$ cat src/rtl/mp9_rx_pkg.sv
// Shared definitions for the nine-bit receiver: state encoding and
// register map constants. Assumes a one-bit register address.
package mp9_rx_pkg;

    typedef enum logic [1:0] {
        ST_IDLE,
        ST_START,
        ST_DATA,
        ST_STOP
    } rx_state_t;

    localparam logic ADDR_CSR  = 1'b0;
    localparam logic ADDR_DATA = 1'b1;

    localparam int CSR_FILT  = 0;
    localparam int CSR_FLAG  = 1;
    localparam int CSR_NINTH = 2;

endpackage

$ cat src/rtl/mp9_rx_sync.sv
// Line synchroniser: brings the asynchronous serial input into the clock
// domain through STAGES flops, preset to the idle (high) level on reset.
// STAGES of 0 passes the line straight through (input already synchronous).
module mp9_rx_sync #(
    parameter int STAGES = 2
) (
    input  logic clk,
    input  logic rst_n,
    input  logic d,
    output logic q
);

    generate
        if (STAGES == 0) begin : g_bypass
            assign q = d;
        end else begin : g_chain
            logic [STAGES-1:0] chain;

            // Shift the line through the flop chain.
            always_ff @(posedge clk) begin
                if (!rst_n) begin
                    chain <= '1;
                end else begin
                    chain[0] <= d;
                    for (int i = 1; i < STAGES; i++) begin
                        chain[i] <= chain[i-1];
                    end
                end
            end

            assign q = chain[STAGES-1];
        end
    endgenerate

endmodule

$ cat src/rtl/mp9_rx_vote.sv
// Three-sample majority voter. Captures the line at the two sample points
// just before the voting point; at the voting point (MID+1) the output
// combines them with the live line. Assumes cnt counts ticks within a bit.
module mp9_rx_vote #(
    parameter int OVERSAMPLE = 16,
    localparam int CNT_W     = $clog2(OVERSAMPLE),
    localparam int MID       = OVERSAMPLE / 2
) (
    input  logic             clk,
    input  logic             rst_n,
    input  logic             tick,
    input  logic [CNT_W-1:0] cnt,
    input  logic             line,
    output logic             vote
);

    logic samp_lo;
    logic samp_mid;

    // Hold the early and centre samples of the current bit.
    always_ff @(posedge clk) begin
        if (!rst_n) begin
            samp_lo  <= 1'b1;
            samp_mid <= 1'b1;
        end else if (tick) begin
            if (cnt == CNT_W'(MID - 1)) samp_lo  <= line;
            if (cnt == CNT_W'(MID))     samp_mid <= line;
        end
    end

    // Two of three decide the bit.
    always_comb begin
        vote = (samp_lo & samp_mid) | (samp_lo & line) | (samp_mid & line);
    end

endmodule

$ cat src/rtl/mp9_rx_frame.sv
// Frame engine: detects a start edge, checks the start bit at its vote
// point, shifts in WORD_BITS bits LSB first and votes the stop bit.
// Emits a one-clock done pulse with the word and the stop verdict at the
// stop bit's vote point, then returns to idle so a following start edge
// is caught. Assumes the line is already synchronised.
module mp9_rx_frame #(
    parameter int OVERSAMPLE = 16,
    parameter int WORD_BITS  = 9,
    localparam int CNT_W     = $clog2(OVERSAMPLE),
    localparam int IDX_W     = $clog2(WORD_BITS),
    localparam int DECIDE    = OVERSAMPLE / 2 + 1,
    localparam int LAST      = OVERSAMPLE - 1
) (
    input  logic                 clk,
    input  logic                 rst_n,
    input  logic                 tick,
    input  logic                 line,
    output logic                 done,
    output logic                 stop_ok,
    output logic [WORD_BITS-1:0] word
);

    import mp9_rx_pkg::*;

    rx_state_t          state;
    logic [CNT_W-1:0]   cnt;
    logic [IDX_W-1:0]   idx;
    logic [WORD_BITS-1:0] shreg;
    logic               vote;
    logic               at_decide;
    logic               at_last;

    mp9_rx_vote #(
        .OVERSAMPLE(OVERSAMPLE)
    ) u_vote (
        .clk  (clk),
        .rst_n(rst_n),
        .tick (tick),
        .cnt  (cnt),
        .line (line),
        .vote (vote)
    );

    assign at_decide = (cnt == CNT_W'(DECIDE));
    assign at_last   = (cnt == CNT_W'(LAST));

    // Sequence one frame bit by bit on each oversampling tick.
    always_ff @(posedge clk) begin
        if (!rst_n) begin
            state   <= ST_IDLE;
            cnt     <= '0;
            idx     <= '0;
            shreg   <= '0;
            done    <= 1'b0;
            stop_ok <= 1'b0;
        end else begin
            done <= 1'b0;
            if (tick) begin
                case (state)
                    ST_IDLE: begin
                        if (!line) begin
                            state <= ST_START;
                            cnt   <= CNT_W'(1);
                        end
                    end
                    ST_START: begin
                        if (at_decide && vote) begin
                            state <= ST_IDLE;
                        end else if (at_last) begin
                            state <= ST_DATA;
                            cnt   <= '0;
                            idx   <= '0;
                        end else begin
                            cnt <= cnt + 1'b1;
                        end
                    end
                    ST_DATA: begin
                        if (at_decide) begin
                            shreg <= {vote, shreg[WORD_BITS-1:1]};
                        end
                        if (at_last) begin
                            cnt <= '0;
                            if (idx == IDX_W'(WORD_BITS - 1)) begin
                                state <= ST_STOP;
                            end else begin
                                idx <= idx + 1'b1;
                            end
                        end else begin
                            cnt <= cnt + 1'b1;
                        end
                    end
                    ST_STOP: begin
                        if (at_decide) begin
                            done    <= 1'b1;
                            stop_ok <= vote;
                            state   <= ST_IDLE;
                        end else begin
                            cnt <= cnt + 1'b1;
                        end
                    end
                    default: state <= ST_IDLE;
                endcase
            end
        end
    end

    assign word = shreg;

endmodule

$ cat src/rtl/mp9_uart_rx.sv
// Top of the nine-bit address-filtering receiver. Holds the filter-enable
// control bit, the sticky receive flag, the ninth-bit status and the data
// register; applies the acceptance rule to each completed frame.
// Assumes DATA_BITS + 1 frame bits and DATA_BITS <= REG_W.
module mp9_uart_rx #(
    parameter int OVERSAMPLE  = 16,
    parameter int DATA_BITS   = 8,
    parameter int REG_W       = 8,
    parameter int SYNC_STAGES = 2
) (
    input  logic             clk,
    input  logic             rst_n,
    input  logic             rx_tick,
    input  logic             rx_in,
    input  logic             reg_wr,
    input  logic             reg_addr,
    input  logic [REG_W-1:0] reg_wdata,
    output logic [REG_W-1:0] reg_rdata,
    output logic             rx_irq
);

    import mp9_rx_pkg::*;

    localparam int WORD_BITS = DATA_BITS + 1;

    logic                 line_s;
    logic                 frm_done;
    logic                 frm_stop_ok;
    logic [WORD_BITS-1:0] frm_word;
    logic                 filt_q;
    logic                 flag_q;
    logic                 ninth_q;
    logic [DATA_BITS-1:0] data_q;
    logic                 accept;
    logic                 csr_wr;
    logic                 unused_wdata;

    mp9_rx_sync #(
        .STAGES(SYNC_STAGES)
    ) u_sync (
        .clk  (clk),
        .rst_n(rst_n),
        .d    (rx_in),
        .q    (line_s)
    );

    mp9_rx_frame #(
        .OVERSAMPLE(OVERSAMPLE),
        .WORD_BITS (WORD_BITS)
    ) u_frame (
        .clk    (clk),
        .rst_n  (rst_n),
        .tick   (rx_tick),
        .line   (line_s),
        .done   (frm_done),
        .stop_ok(frm_stop_ok),
        .word   (frm_word)
    );

    // Acceptance rule: good stop bit, and ninth bit set when filtering.
    always_comb begin
        accept = frm_done && frm_stop_ok && (!filt_q || frm_word[WORD_BITS-1]);
        csr_wr = reg_wr && (reg_addr == ADDR_CSR);
    end

    assign unused_wdata = ^reg_wdata;

    // Control bit, sticky flag and received-frame registers.
    always_ff @(posedge clk) begin
        if (!rst_n) begin
            filt_q  <= 1'b0;
            flag_q  <= 1'b0;
            ninth_q <= 1'b0;
            data_q  <= '0;
        end else begin
            if (csr_wr) begin
                filt_q <= reg_wdata[CSR_FILT];
            end
            if (accept) begin
                flag_q  <= 1'b1;
                ninth_q <= frm_word[WORD_BITS-1];
                data_q  <= frm_word[DATA_BITS-1:0];
            end else if (csr_wr && !reg_wdata[CSR_FLAG]) begin
                flag_q <= 1'b0;
            end
        end
    end

    // Read multiplexer for the two registers.
    always_comb begin
        reg_rdata = '0;
        if (reg_addr == ADDR_CSR) begin
            reg_rdata[CSR_FILT]  = filt_q;
            reg_rdata[CSR_FLAG]  = flag_q;
            reg_rdata[CSR_NINTH] = ninth_q;
        end else begin
            reg_rdata[DATA_BITS-1:0] = data_q;
        end
    end

    assign rx_irq = flag_q;

endmodule

$ cat config.mk
export PLATFORM = sky130hd
export DESIGN_NAME = mp9_uart_rx
export DESIGN_NICKNAME = d
export VERILOG_FILES = /design/src/rtl/mp9_rx_pkg.sv /design/src/rtl/mp9_rx_sync.sv /design/src/rtl/mp9_rx_vote.sv /design/src/rtl/mp9_rx_frame.sv /design/src/rtl/mp9_uart_rx.sv
export SDC_FILE = /design/constraint.sdc
export NUM_CORES = 1
export LEC_CHECK = 0
export ABC_AREA = 1
export BUFFER_PORTS_ARGS = -buffer_cell sky130_fd_sc_hd__buf_2
export CAP_MARGIN = 20
export CORE_ASPECT_RATIO = 1.75
export CORE_MARGIN = 2
export CORE_UTILIZATION = 60
export DETAILED_ROUTE_END_ITERATION = 6
export PLACE_DENSITY = 0.88
export SETUP_SLACK_MARGIN = 0.15
export SYNTH_ARGS = -nofsm -noshare
export SYNTH_HDL_FRONTEND = slang
export SYNTH_SLANG_ARGS = --single-unit
$ cat constraint.sdc
create_clock -name clk -period 4.75 [get_ports clk]
set_input_delay 0.95 -clock clk [delete_from_list [all_inputs] [get_ports clk]]
set_output_delay 0.95 -clock clk [all_outputs]
set_load 0.03 [all_outputs]
# Word level (Yosys, flattened, before mapping)
# Cells that the tools add are included.
# W data, S select, Z words.
word_totals:
  regBits: 36
  input_bits: 14
  output_inout_bits: 9
  elab_cells: 79
op_classes:
  addsub: 2
  eq_ne: 17
  mux: 22
  bitwise: 6
  n_reduce_logical: 19
op_table:
  columns: ["operator", "n"]
  rows:
  - ["$mux W4", 8]
  - ["$eq A4 B4 Y1 const B", 4]
  - ["$pmux W4 S4", 1]
  - ["$mux W2", 6]
  - ["$reduce_and A6 Y1", 2]
  - ["$reduce_and A3 Y1", 3]
  - ["$add A4 B1 Y4 const B", 2]
  - ["$ne A2 B1 Y1 const B", 4]
  - ["$ne A2 B2 Y1 const B", 4]
  - ["$pmux W2 S4", 1]
  - ["$pmux W4 S2", 1]
  - ["$logic_and A1 B1 Y1", 5]
  - ["$mux W5", 1]
  - ["$eq A2 B2 Y1 const B", 2]
  - ["$eq A4 B3 Y1 const B", 1]
  - ["$reduce_and A2 Y1", 2]
  - ["$reduce_and A4 Y1", 1]
  - ["$reduce_bool A2 Y1", 2]
  - ["$and A1 B1 Y1", 3]
  - ["$mux W1", 3]
  - ["$mux W3", 1]
  - ["$ne A3 B1 Y1 const B", 1]
  - ["$eq A2 B1 Y1 const B", 1]
  - ["$logic_not A1 Y1", 2]
  - ["4 further kinds", 5]

# Longest topological paths before layout
# Gate-level depths: netlist of the first run.
depth:
  word_depth: 6
  ltp_mapped: 10
  ltp_nobuf: 10

# By module
# Synthesis of the first run repeated with hierarchy kept, for this count alone.
unflattened:
  cells_unflattened: 260
  area_unflattened_um2: 1869.3
modules_own_cells:
  columns: ["mod", "n_inst", "cells_per_inst", "area_per_inst_um2", "seq_area_each_um2"]
  rows:
  - ["mp9_rx_frame", 1, 154, 1138.6, 420.4]
  - ["mp9_uart_rx", 1, 82, 559.3, 220.2]
  - ["mp9_rx_vote", 1, 18, 116.4, 40.0]
  - ["mp9_rx_sync", 1, 6, 55.1, 40.0]

# Worst setup path after synthesis of the first run
# No wires, ideal clock.
synth_path:
  path_type: "input to output"
  startpoint: "input reg_addr"
  endpoint: "output reg_rdata[2]"
  arrival_time_ns: 1.842
  required_ns: 3.800
  path_slack_ns: 1.958
  cell_stages: 2
  cell_sequence: "clkbuf_1 > o21ai_0"
synth_via:
  elab_chain_len: 1
synth_lines:
  columns: ["element", "line", "text"]
  rows:
  - ["start: declaration", "mp9_uart_rx.sv:16", "input logic reg_addr,"]
  - ["$mux W3", "mp9_uart_rx.sv:92", "if (reg_addr == ADDR_CSR) begin"]
  - ["end: declaration", "mp9_uart_rx.sv:18", "output logic [REG_W-1:0] reg_rdata,"]
# Every way passes these cells.

# Final worst setup path of the first run
layout_path:
  startpoint: "input reg_addr"
  endpoint: "output reg_rdata[0]"
# The elaborated chain is that of the path after synthesis.

==> reports/results.tsv, run 1 <==
metric	value	unit
p_leak	0.919	nW
grt_overflow	0	
antenna_found_initial	0	
slew_headroom	0.605	
required	3800	ps
fp.dieW	44.8	µm
setup_tns	0	ps
ys_seq_elements	36	
final_layout_size_suffix_gt1_frac	0.156	
grt_pass1_wl	5680	µm
synthDistinctLibCells	28	
place_inst	281	
rsz0062_at_grt	no	
drv_slew	0	
setup_violations	0	
clkTransAtPathRegs	70	ps
finalHoldViolations	0	
cts_buffer_depth	2	
status	finished, final reports clean	
design.core.area	2750	µm²
fmax	0.403	GHz
fin_nets	285	
root_buffer	clkbuf_8	
syn_nets	267	
crit_type	input pin to output port	
synthToLayoutAreaGrowth	11.7	%
place_congestion	0.853	
rows	25	
firstDrtPassIters	4	
numPortBuffers	16	
diodes	0	
ys_seq_area_frac	0.412	
worstHoldPathType	flip-flop to flip-flop	
start_kind	input pin	
worstPathArrival	1530	ps
rr_endpoint	u_frame.cnt[1]	
grt_max_degree	29	
r2r_slack	3080	ps
critPathCaptureType	output port	
via_count	1565	
synthCells	243	
whs	421	ps
drt-wirelength-per-cell	11.8	µm
dp_slack	2260	ps
cts_sinks	36	
crit_start	reg_addr	
ir_worst_vdd	0.260	mV
drc	0	
synth_warnings	0	
tightest_slew	592	ps
htreeDepth	2	
setup_ws	2270	ps
r2r-start	u_frame.state[0]	
avgViaCountPerCell	5.42	
r2r_cells	9	
cts_resized	0	
ios	23	
syn_avg_cell_area	7.19	µm²
drv_cap	0	
cellPowerDensity	321	nW/µm²
wirelength	3410	µm
ant_nets	0	
dp_hpwl	2530	µm
clk_latency	290	ps
postCtsSetupRepairBufs	0	
cts_tree	yes	
die_y	75.4	µm
fin_crit	2480	ps
final_cell_mix	45 x nand2_1, 45 x nor2_1, 36 x dfxtp_1	
grt_pass1_vias	1482	
fin_cells	289	
die-area	3380	µm²
clock_skew	4.60	ps
numCtsBuffers	5	
synth_area	1750	µm²
holdBufCountCts	0	
cp_max_fo	10	
drt_iter0_markers	31	
globalRouteTotalUtil	0.229	
post-route-period-util	0.522	
start_util	0.635	
endpoint	reg_rdata[0]	
final cells by class:
class / instances / area [µm²]
Clock inverter: 3 / 42.5
Multi-Input combinational cell: 172 / 892
Clock buffer: 5 / 68.8
Fill cell: 248 / 801
Sequential cell: 36 / 721
Timing Repair Buffer: 16 / 80.1
Inverter: 30 / 114
Tap cell: 27 / 33.8
worst min path at each step:
stage	end	depth (start not counted)	startpoint
3_3_place_gp	u_sync.g_chain.chain[1]	1	u_sync.g_chain.chain[0]
2_1_floorplan	u_sync.g_chain.chain[1]	1	u_sync.g_chain.chain[0]
3_5_place_dp	u_sync.g_chain.chain[1]	1	u_sync.g_chain.chain[0]
6_report	u_sync.g_chain.chain[1]	1	u_sync.g_chain.chain[0]
5_1_grt	u_sync.g_chain.chain[1]	1	u_sync.g_chain.chain[0]
4_1_cts	u_sync.g_chain.chain[1]	1	u_sync.g_chain.chain[0]
worst max-delay path, cell delays in order:
cell and delay [ps]:
buf_2 160, inv_1 110, nand2_1 70, nand2_1 60, buf_2 190
report_power, final:
group | switching [W] | internal (W) | leakage (nW)
clock network | 0.000110 | 0.000155 | 0.0541
logic | 0.0000299 | 0.0000169 | 0.573
registers | 0.00000634 | 0.000307 | 0.291
metrics by stage:
stage / cell area [µm²] / utilization / power (W)
2_1_floorplan: 1750 / - / 0.000354
3_3_place_gp: 1840 / 0.669 / 0.000365
3_5_place_dp: 1840 / 0.669 / 0.000367
4_1_cts: 1950 / 0.709 / 0.000632
5_1_grt: 1950 / 0.709 / 0.000651
6_report: 1950 / 0.709 / 0.000626
Yosys cell counts:
| master | count | area [µm²] |
|---|---|---|
| a21oi_1 | 10 | 50.1 |
| a21oi_2 | 1 | 8.76 |
| a31oi_1 | 1 | 6.26 |
| buf_2 | 2 | 10.0 |
| clkbuf_1 | 3 | 11.3 |
| clkinv_2 | 1 | 5.00 |
| dfxtp_1 | 36 | 721 |
| ha_1 | 10 | 125 |
| inv_1 | 26 | 97.6 |
| inv_2 | 3 | 11.3 |
| nand2_1 | 45 | 169 |
| nand2_2 | 2 | 12.5 |
| nand3_1 | 10 | 50.1 |
| nand3_2 | 2 | 20.0 |
| nand3_4 | 1 | 17.5 |
| nand4_1 | 2 | 12.5 |
| nor2_1 | 45 | 169 |
| nor2_2 | 1 | 6.26 |
| nor2_4 | 1 | 11.3 |
| nor3_1 | 2 | 10.0 |
| o211ai_2 | 1 | 12.5 |
| o21ai_0 | 28 | 140 |
| o21ai_1 | 2 | 10.0 |
| o21ai_2 | 1 | 8.76 |
| o311ai_0 | 2 | 17.5 |
| o31ai_1 | 1 | 7.51 |
| or2_2 | 3 | 18.8 |
| xor2_1 | 1 | 8.76 |
sequential cells by signal, indices dropped and copies added (netlist names), named ones only:
signal,cells
u_frame.done,1
rx_irq,1
u_frame.u_vote.samp_mid,1
u_frame.word,9
u_frame.cnt,4
u_frame.idx,4
u_frame.u_vote.samp_lo,1
data_q,8
filt_q,1
u_frame.state,1
u_sync.g_chain.chain,2
u_frame.stop_ok,1
ninth_q,1
routing by layer:
| metal | global-route usage | share of wire |
|---|---|---|
| met5 | 0 | 0 |
| met4 | 0.127 | 0.026 |
| met3 | 0.0498 | 0.029 |
| met2 | 0.443 | 0.57 |
| met1 | 0.211 | 0.38 |
kinds of logic after synthesis:
kind of cell,count (synthesis),synth area share
buf+inv,35,0.0773
fa+ha+maj,10,0.0716
xor+xnor,1,0.00501
compound gates,47,0.150
flops,36,0.412
simple gates,114,0.284
Note: power is estimated with default switching activity, not from simulation.
==> run 2, diff against run 1 <==
--- a/config.mk
+++ b/config.mk
@@ -5,14 +5,14 @@
 export SDC_FILE = /design/constraint.sdc
 export NUM_CORES = 1
 export LEC_CHECK = 0
-export ABC_AREA = 1
+export ABC_AREA = 0
 export BUFFER_PORTS_ARGS = -buffer_cell sky130_fd_sc_hd__buf_2
 export CAP_MARGIN = 20
 export CORE_ASPECT_RATIO = 1.75
 export CORE_MARGIN = 2
-export CORE_UTILIZATION = 60
+export CORE_UTILIZATION = 56
 export DETAILED_ROUTE_END_ITERATION = 6
-export PLACE_DENSITY = 0.88
+export PLACE_DENSITY = 0.84
 export SETUP_SLACK_MARGIN = 0.15
 export SYNTH_ARGS = -nofsm -noshare
 export SYNTH_HDL_FRONTEND = slang
==> constraint.sdc (replaced) <==
create_clock -name clk -period 2.4 [get_ports clk]
set_input_delay 0.48 -clock clk [delete_from_list [all_inputs] [get_ports clk]]
set_output_delay 0.48 -clock clk [all_outputs]
set_load 0.03 [all_outputs]
==> run 2 against run 1 <==
Register-to-register slack got worse by 2600 ps. Area after synthesis increased by 1.1%. Utilization shrank 7.3 points. Critical path depth stayed put. Via count is 15% lower. Highest routed layer unchanged.
==> reports/results.tsv, run 2 <==
metric	value	unit
yosysMostFrequentCell	dfxtp_1	
p_int	0.000828	W
rows	27	
switching_power	0.000258	W
ys_seq_elements	36	
fin_nets	228	
design.core.area	3070	µm²
wirelength	3230	µm
ant_nets	0	
diodes	0	
clock_skew	9.64	ps
htreeDepth	2	
ios	23	
firstDrtPassIters	4	
antenna_found_initial	0	
synthToLayoutAreaGrowth	10.7	%
drv_slew	0	
avgViaCountPerCell	5.39	
cts_tree	yes	
p_leak	0.875	nW
setup_tns	0	ps
final_cell_area	1960	µm²
dp_hpwl	2310	µm
drt_iter0_markers	52	
setup_violations	0	
synth_area_leader_cell	dfxtp_1	
hold_start	rx_in	
setup_ws	529	ps
final_layout_size_suffix_gt1_frac	0.176	
cp_max_fo	9	
syn_avg_cell_area	9.40	µm²
drc	0	
cellPowerDensity	555	nW/µm²
postCtsSetupRepairBufs	0	
rsz0062_at_grt	no	
synth_warnings	0	
ir_worst_vdd	0.566	mV
fp.dieW	46.5	µm
synth-edff-count	0	
fin_crit	1870	ps
synth_flop_cell	dfxtp_1	
ys_seq_area_frac	0.408	
cts_buffer_depth	2	
holdBufCountCts	0	
numCtsBuffers	5	
place_congestion	0.840	
status	finished, final reports clean	
final_cell_mix	36 x dfxtp_1, 23 x mux2i_1, 23 x nor2_1	
pwr-share-clk	0.387	
required	2580	ps
drv_cap	0	
synth_top_cells_by_count	36 x dfxtp_1, 23 x mux2i_1, 23 x nor2_1	
hold_end	u_sync.g_chain.chain[0]	
finalHoldViolations	0	
r2r_slack	530	ps
root_buffer	clkbuf_8	
worstPathArrival	2050	ps
largest_reg_flops	9	
syn_nets	212	
p_sw_frac	0.238	
clk_latency	290	ps
post_dp_cell_area	1870	µm²
grt_pass1_vias	1291	
critPathCaptureType	flip-flop	
via_count	1337	
fmax	0.534	GHz
globalRouteTotalUtil	0.205	
synthDistinctLibCells	42	
power_frac_seq	0.559	
slew_headroom	0.636	
clkTransAtPathRegs	70	ps
start_kind	flip-flop	
worstHoldPathType	input pin to flip-flop	
cts_resized	0	
synth.area.top_cells	dfxtp_1 41%, mux2i_1 13%, ha_1 7.1%, nor2_1 4.9%, nand3_1 2.8%	
synthArstFlopShare	0	
numPortBuffers	16	
final_common_cell	dfxtp_1	
grt_pass1_wl	5490	µm
cts_sinks	36	
r2r_cells	5	
crit_type	flip-flop to flip-flop	
die-area	3640	µm²
rr_endpoint	u_frame.word[0]	
grt_overflow	0	
grt_max_degree	24	
drt-wirelength-per-cell	13.0	µm
hold_depth	2	
synthCells	188	
start_util	0.575	
die_y	78.3	µm
synth_area	1770	µm²
dp_slack	518	ps
synth.top_cell.area_share	0.408	
combPwrFrac	0.054	
post-route-period-util	0.780	
r2r-start	u_frame.cnt[0]	
tightest_slew	544	ps
==> run 2: changes by cell type in the layout (fill, tap and decap cells not counted), sizes merged, moves of 5 or more <==
cell / before / now
and2: 0 / 6
inv: 29 / 11
mux2i: 0 / 23
nand2: 47 / 9
nand2b: 0 / 5
nor2: 47 / 23
o21ai: 31 / 7
==> run 2: how the worst max path moves through the flow <==
| stage | slack [ps] | startpoint | cells after the start | end |
|---|---|---|---|---|
| after detailed placement | 520 | u_frame.cnt[0] | 5 | u_frame.word[5] |
| after CTS | 520 | u_frame.cnt[0] | 5 | u_frame.word[0] |
| after global routing | 350 | u_frame.cnt[0] | 5 | u_frame.word[1] |
| after floorplan | 730 | u_frame.cnt[1] | 7 | u_frame.cnt[0] |
| after global placement | 570 | u_frame.cnt[0] | 5 | u_frame.word[0] |
| final | 530 | u_frame.cnt[0] | 5 | u_frame.word[0] |
==> run 2: power groups by stage <==
stage               Sequential, W  Combinational (W)  Clock, W
finish                   0.000607          0.0000581  0.000420
global route             0.000608          0.0000641  0.000454
CTS                      0.000607          0.0000584  0.000434
detailed placement       0.000621          0.0000582         0
global placement         0.000621          0.0000572         0
floorplan                0.000619          0.0000417         0
==> run 2: critical path, stage by stage, from the launching register on <==
cell,delay (ps)
dfxtp_1,430
ha_1,190
and3b_1,330
nand3_1,450
mux2i_1,280
nor2_1,70
==> run 2: stage by stage <==
| stage | utilization | hold slack [ps] | instances | power, W |
|---|---|---|---|---|
| 2_1_floorplan | - | 386 | 188 | 0.000661 |
| 3_3_place_gp | 0.608 | 413 | 240 | 0.000678 |
| 3_5_place_dp | 0.608 | 407 | 240 | 0.000679 |
| 4_1_cts | 0.637 | 359 | 248 | 0.00110 |
| 5_1_grt | 0.637 | 362 | 248 | 0.00113 |
| 6_report | 0.637 | 372 | 248 | 0.00109 |
==> run 2: final cells by class <==
cell class / instances / area (µm²)
Fill cell: 276 / 1120
Multi-Input combinational cell: 132 / 958
Sequential cell: 36 / 721
Timing Repair Buffer: 18 / 95.1
Clock buffer: 5 / 68.8
Tap cell: 43 / 53.8
Inverter: 11 / 41.3
Clock inverter: 3 / 18.8
==> run 2: metal layers <==
metal / wire length, µm / track usage
met1: 1320 / 0.213
met2: 1710 / 0.360
met3: 110 / 0.0483
met4: 93 / 0.0971
met5: 0 / 0
==> run 2: logic make-up after synthesis <==
family          after synthesis  share of synthesized area
simple gates                 66                      0.188
fa+ha+maj                    11                     0.0771
buf+inv                      20                     0.0502
flops                        36                      0.408
mux                          26                      0.149
compound gates               29                      0.127
